--- src/rtl/fsd_pkg.sv ---
package fsd_pkg;

  typedef enum logic {
    FSD_STROBE = 1'b0,
    FSD_FRAME  = 1'b1
  } fsd_mode_e;

  localparam int unsigned FSD_NUM_TIMERS = 3;
  localparam int unsigned TMR_WIDTH      = 0;
  localparam int unsigned TMR_START      = 1;
  localparam int unsigned TMR_END        = 2;

  function automatic int unsigned fsd_max(input int unsigned a, input int unsigned b);
    return (a > b) ? a : b;
  endfunction

  function automatic int unsigned fsd_cnt_bits(input int unsigned max_val);
    return $clog2(max_val + 1);
  endfunction

endpackage

--- src/rtl/fsd_pulse_detect.sv ---
module fsd_pulse_detect
  import fsd_pkg::*;
(
  input  logic      clk,
  input  logic      rst_n,
  input  logic      clr,
  input  fsd_mode_e mode,
  input  logic      pin,
  output logic      rise,
  output logic      fall,
  output logic      seen_rise,
  output logic      armed
);

  logic act_q;
  logic prev_q;

  // Normalised "pulse active" level; registers start as if inside a pulse
  // so that a pulse already present at reset or mode change is not counted.
  always_ff @(posedge clk) begin
    if (!rst_n || clr) begin
      act_q     <= 1'b1;
      prev_q    <= 1'b1;
      seen_rise <= 1'b0;
      armed     <= 1'b0;
    end else begin
      act_q  <= (mode == FSD_FRAME) ? ~pin : pin;
      prev_q <= act_q;
      if (rise)
        seen_rise <= 1'b1;
      if (fall && seen_rise)
        armed <= 1'b1;
    end
  end

  assign rise = act_q & ~prev_q;
  assign fall = ~act_q & prev_q;

endmodule

--- src/rtl/fsd_countdown.sv ---
module fsd_countdown #(
  parameter int unsigned CNT_W = 8
) (
  input  logic             clk,
  input  logic             rst_n,
  input  logic             clr,
  input  logic             load,
  input  logic [CNT_W-1:0] load_val,
  output logic             expire
);

  logic [CNT_W-1:0] cnt;

  always_ff @(posedge clk) begin
    if (!rst_n || clr)
      cnt <= '0;
    else if (load)
      cnt <= load_val;
    else if (cnt != '0)
      cnt <= cnt - 1'b1;
  end

  // High in the last cycle of a count; the user acts at the following edge.
  assign expire = (cnt == CNT_W'(1)) && !load && !clr;

endmodule

--- src/rtl/fsd_out_stage.sv ---
module fsd_out_stage
  import fsd_pkg::*;
(
  input  logic      clk,
  input  logic      rst_n,
  input  logic      clr,
  input  fsd_mode_e mode,
  input  logic      fire,
  input  logic      w_expire,
  input  logic      s_expire,
  input  logic      e_expire,
  input  logic      armed,
  output logic      out_act,
  output logic      pin_out
);

  always_ff @(posedge clk) begin
    if (!rst_n || clr) begin
      out_act <= 1'b0;
    end else begin
      unique case (mode)
        FSD_STROBE: begin
          if (fire)
            out_act <= 1'b1;
          else if (w_expire)
            out_act <= 1'b0;
        end
        FSD_FRAME: begin
          if (s_expire && armed)
            out_act <= 1'b1;
          else if (e_expire)
            out_act <= 1'b0;
        end
        default: out_act <= 1'b0;
      endcase
    end
  end

  assign pin_out = (mode == FSD_FRAME) ? ~out_act : out_act;

endmodule

--- src/rtl/frame_strobe_delay.sv ---
module frame_strobe_delay
  import fsd_pkg::*;
#(
  parameter int unsigned RATIO_W            = 6,
  parameter int unsigned SLOT_BITS          = 8,
  parameter int unsigned FRAME_CLKS_PER_BIT = 2,
  parameter int unsigned FRAME_DELAY_SLOTS  = 4
) (
  input  logic               clk,
  input  logic               rst_n,
  input  logic               frame_mode,
  input  logic [RATIO_W-1:0] bit_div,
  input  logic               strb_in,
  output logic               strb_dly
);

  localparam int unsigned FRAME_DELAY = SLOT_BITS * FRAME_CLKS_PER_BIT * FRAME_DELAY_SLOTS;
  localparam int unsigned MAX_WIDTH   = SLOT_BITS * ((1 << RATIO_W) - 1);
  localparam int unsigned CNT_W       = fsd_cnt_bits(fsd_max(FRAME_DELAY, MAX_WIDTH));

  fsd_mode_e mode_q;
  logic      mode_chg;

  always_ff @(posedge clk) begin
    mode_q <= fsd_mode_e'(frame_mode);
  end

  assign mode_chg = (fsd_mode_e'(frame_mode) != mode_q);

  logic rise, fall, seen_rise, armed;

  fsd_pulse_detect u_det (
    .clk       (clk),
    .rst_n     (rst_n),
    .clr       (mode_chg),
    .mode      (mode_q),
    .pin       (strb_in),
    .rise      (rise),
    .fall      (fall),
    .seen_rise (seen_rise),
    .armed     (armed)
  );

  logic [RATIO_W-1:0]        div_eff;
  logic [CNT_W-1:0]          w_len;
  logic [FSD_NUM_TIMERS-1:0] tmr_load;
  logic [CNT_W-1:0]          tmr_val [FSD_NUM_TIMERS];
  logic [FSD_NUM_TIMERS-1:0] tmr_expire;
  logic                      strobe_fire;

  always_comb begin
    div_eff = (bit_div == '0) ? RATIO_W'(1) : bit_div;
    w_len   = CNT_W'(SLOT_BITS) * CNT_W'(div_eff);

    strobe_fire = (mode_q == FSD_STROBE) && fall && seen_rise;

    tmr_load[TMR_WIDTH] = strobe_fire;
    tmr_load[TMR_START] = (mode_q == FSD_FRAME) && rise;
    tmr_load[TMR_END]   = (mode_q == FSD_FRAME) && fall && seen_rise;

    tmr_val[TMR_WIDTH]  = w_len;
    tmr_val[TMR_START]  = CNT_W'(FRAME_DELAY - 1);
    tmr_val[TMR_END]    = CNT_W'(FRAME_DELAY - 1);
  end

  for (genvar gi = 0; gi < FSD_NUM_TIMERS; gi++) begin : g_tmr
    fsd_countdown #(.CNT_W(CNT_W)) u_cnt (
      .clk      (clk),
      .rst_n    (rst_n),
      .clr      (mode_chg),
      .load     (tmr_load[gi]),
      .load_val (tmr_val[gi]),
      .expire   (tmr_expire[gi])
    );
  end

  logic w_expire, s_expire, e_expire, out_act;

  assign w_expire = tmr_expire[TMR_WIDTH];
  assign s_expire = tmr_expire[TMR_START];
  assign e_expire = tmr_expire[TMR_END];

  fsd_out_stage u_out (
    .clk      (clk),
    .rst_n    (rst_n),
    .clr      (mode_chg),
    .mode     (mode_q),
    .fire     (strobe_fire),
    .w_expire (w_expire),
    .s_expire (s_expire),
    .e_expire (e_expire),
    .armed    (armed),
    .out_act  (out_act),
    .pin_out  (strb_dly)
  );

endmodule

--- config.mk ---
export PLATFORM = sky130hd
export DESIGN_NAME = frame_strobe_delay
export DESIGN_NICKNAME = d
export VERILOG_FILES = /design/src/rtl/fsd_pkg.sv /design/src/rtl/fsd_pulse_detect.sv /design/src/rtl/fsd_countdown.sv /design/src/rtl/fsd_out_stage.sv /design/src/rtl/frame_strobe_delay.sv
export SDC_FILE = /design/constraint.sdc
export NUM_CORES = 1
export LEC_CHECK = 0
export CAP_MARGIN = 0
export CORE_ASPECT_RATIO = 1.4
export CORE_UTILIZATION = 35
export CTS_CLUSTER_SIZE = 20
export DETAILED_ROUTE_END_ITERATION = 7
export PLACE_DENSITY = 0.49
export REMOVE_ABC_BUFFERS = 1
export SLEW_MARGIN = 10
export SYNTH_ARGS = -nofsm -noshare
export SYNTH_HDL_FRONTEND = slang
export SYNTH_SLANG_ARGS = --single-unit
--- constraint.sdc ---
create_clock -name clk -period 4.8 [get_ports clk]
set_input_delay 0.96 -clock clk [delete_from_list [all_inputs] [get_ports clk]]
set_output_delay 0.96 -clock clk [all_outputs]
set_load 0.02 [all_outputs]
==> run_results.csv <==
group,metric,value,unit
layout,layout_commonest_cell,"dfxtp_1",
hold_path,hp-start,"g_tmr[2].u_cnt.cnt[8]",
global_routing,antenna_found_initial,0,
timing,setup_tns,0,ns
placement,dp_hpwl,2658,um
timing,final_max_slew_viol_count,0,
routing,totalWireLength,3625,um
pwr,seqPwrFrac,0.326,
clocking,clock_sinks,33,
yosys,netlist_instances,187,
layout,nets,217,
pwr,p_sw_frac,0.3931,
yosys,synth-simple-area-share,0.2665,
worst_setup_path,path_cells,"xor2_1 -> clkdlybuf4s50_1",
pwr,finalPower,1.247,mW
worst_setup_path,worstSetupPathType,"flop to output port",
global_routing,use_met1,0.1896,
status,status,"completed",
worst_setup_path,ff2ff_path_depth,4,
worst_setup_path,worstSetupStartpointType,"flop",
routing,detail_route.drc_violations,0,
global_routing,grt_first_pass_wirelength,6341,um
flow_run,cap_violations,0,
worst_setup_path,r2r_end,"g_tmr[0].u_cnt.cnt[7]",
clocking,clkTransAtPathRegs,0.07,ns
routing,vias_per_cell,5.316,
timing,setup_viol,0,
yosys,yosys-mux-area-fraction,0.006891,
yosys,yosys.area.top_type_share,0.4043,
layout,final_cell_mix,"33 x dfxtp_1, 19 x nor2_1, 12 x a21oi_1",
pwr,p_leak,0.6889,nW
routing,routedWlPerCell,13.78,um
clocking,ctsRootBufferMaster,"clkbuf_8",
pwr,pwr-share-clk,0.186,
yosys,yosysWarnings,0,
timing,grt_setup_unrepaired,"false",
layout,antenna_cells,0,
yosys,synth_top_family_by_area,"simple AND/OR/NAND/NOR gates",
worst_setup_path,r2r-start,"g_tmr[0].u_cnt.cnt[5]",
floorplan,num_io_pins,11,
clocking,ctsResizeCount,0,
routing,vias,1398,
layout,fill_cells,487,
yosys,synth-seq-cells,33,
worst_setup_path,worst_setup_path_end_kind,"output port",
clocking,cts_made_buffers,5,
yosys,syn-cell-area,0.001634,mm^2
yosys,synth_xor_area_frac,0.08576,
clocking,post_cts_buffers,0,
floorplan,row_count,29,
global_routing,grt.busiest_layer,"met2",
worst_setup_path,critPathTopFamily,"buffers and inverters",
routing,dr.pass1.iters,6,
timing,relSlewSlack,0.4296,
clocking,cts_tree,"done",
yosys,synth_seq_area_share,0.4043,
worst_setup_path,arrival,1.64,ns
timing,hold_slack,0.4563,ns
pwr,p_int,0.7566,mW
global_routing,grt_overflow,0,
floorplan,initial_utilization,0.3632,
worst_setup_path,worstPathRequired,3.84,ns
routing,drt_iter0_drc,50,
yosys,synth-compound-area-share,0.1570,
timing,tightestPinTransition,0.8535,ns
global_routing,groute.usage.overall,0.1666,
floorplan,dieHeight,82.85,um
hold_path,hold_class,"flop to flop",
layout,area_delta_synth_final,16.08,%
routing,postRouteAntennaNets,0,
yosys,synth_top_area_cell,"dfxtp_1",
timing,max_freq,0.3840,GHz
pwr,p_per_area,657.2,mW/mm^2
worst_setup_path,r2r_setup_slack,2.80,ns
hold_path,whs_path_depth,2,
timing,min_period_over_period,0.5425,
global_routing,use_met2,0.2788,
clocking,htree_levels,2,
floorplan,die_width,59.75,um
clocking,clock_latency,0.28,ns
pwr,combinationalPowerShare,0.488,
timing,fin_skew,0.004228,ns
yosys,ys_types,38,
global_routing,grt_max_degree,24,
global_routing,grt_pass1_vias,1387,
clocking,max-clock-path-buffers,2,
clocking,cts_hold_repair.buffers,0,
floorplan,core_area,0.004499,mm^2
layout,drive_gt1_frac,0.06468,
global_routing,grt_use_met3,0.03583,
placement,io_buffers,10,
worst_setup_path,worst-path-buf-inv,1,
timing,hold_viol,0,
worst_setup_path,crit_path_max_incr_delay,0.63,ns
pwr,vdd_drop_max,278.5,uV
placement,routabilityCongestion,0.7701,
timing,period_needed,2.604,ns
hold_path,min_to,"g_tmr[2].u_cnt.cnt[8]",
yosys,avgSynthCellArea,8.738,um^2
yosys,synthAdderAreaFrac,0.05360,
yosys,synthTopCellsByArea,"dfxtp_1 40%, ha_1 5.4%, xnor2_1 4.8%, nor2_1 4.4%, xor2_1 3.8%",
pwr,p_switching,0.4900,mW
worst_setup_path,cp_slowest_cell,"clkdlybuf4s50_1",
worst_setup_path,path_max_fanout,10,
floorplan,design.die.area,0.004950,mm^2
-- cells by family (layout without fill, tap and decap cells) --
kind of cell	count (synthesis)	after routing
adder cells (fa/ha/maj)	7	7
flip-flops	33	33
AND/OR/NAND/NOR	80	80
XOR/XNOR	16	16
buffers and inverters	11	25
multiplexers	1	1
AO/OA/AOI/OAI	39	39
-- metal layers --
layer | wire length, um | share of wire
met5 | 0 | 0
met4 | 122 | 0.034
met3 | 96 | 0.026
met2 | 1906 | 0.53
met1 | 1500 | 0.41
-- tightest hold or removal path: cells and delay by family, from the launching register on --
family,cells,cell delay (ns)
DFF,1,0.32
AOI/OAI and AO/OA,1,0.06
and+or+nand+nor,1,0.04
-- registers in the layout, summed over array words and instances, names as in the netlist --
register         flops
g_tmr.u_cnt.cnt     27
mode_q               1
u_det.act_q          1
u_det.armed          1
u_det.prev_q         1
u_det.seen_rise      1
u_out.out_act        1
-- power by group through the flow --
stage | Sequential (mW) | Clock (mW) | Combinational [mW]
after floorplan | 0.394 | 0 | 0.503
after global placement | 0.408 | 0 | 0.591
after detailed placement | 0.412 | 0 | 0.605
after CTS | 0.407 | 0.240 | 0.610
after global routing | 0.418 | 0.250 | 0.692
final | 0.407 | 0.232 | 0.608
-- per-stage QoR --
step	utilization	std cells	setup WS [ns]	cell area, um^2
floorplan	-	183	2.889	1618
global placement	0.3991	255	2.140	1795
detailed placement	0.3991	255	2.059	1795
CTS	0.4216	263	2.159	1897
global route	0.4216	263	2.106	1897
finish	0.4216	263	2.196	1897
-- cell type report --
cell class	count	area [um^2]	share of cell area
clock buffers	7	96.34	0.05079
clock inverters	1	5.005	0.002639
multi-input cells	143	930.9	0.4908
flip-flops and latches	33	660.6	0.3483
well taps	62	77.57	0.04090
repair buffers	10	100.1	0.05277
inverters	7	26.28	0.01385
-- synthesized netlist by cell type (all sizes together) --
cell type  count
nand2         11
and2           2
o211ai         4
o2111ai        2
inv            7
a32o           2
ha             7
a31oi          5
o41ai          1
xor2           7
nand2b         6
nand4          1
and3b          1
xnor2          9
dfxtp         33
or3b           1
and3           1
mux2           1
nand3          8
or3            2
clkbuf         3
nor4           4
buf            1
nor2b          2
a21oi         12
a211oi         3
nor2          19
nor3          10
or4b           2
nor3b          1
a311oi         2
a2111oi        1
o31ai          2
nand3b         3
or4            6
o21ai          5
-- worst max path at each step --
stage / from / to / slack, ns / cells past startpoint
floorplan: frame_mode / g_tmr[0].u_cnt.cnt[1] / 2.89 / 3
global placement: frame_mode / g_tmr[0].u_cnt.cnt[1] / 2.14 / 4
detailed placement: frame_mode / g_tmr[0].u_cnt.cnt[1] / 2.06 / 4
CTS: mode_q / strb_dly / 2.16 / 2
global route: mode_q / strb_dly / 2.11 / 2
finish: mode_q / strb_dly / 2.20 / 2
No activity file was read; power rests on OpenSTA's default activity.
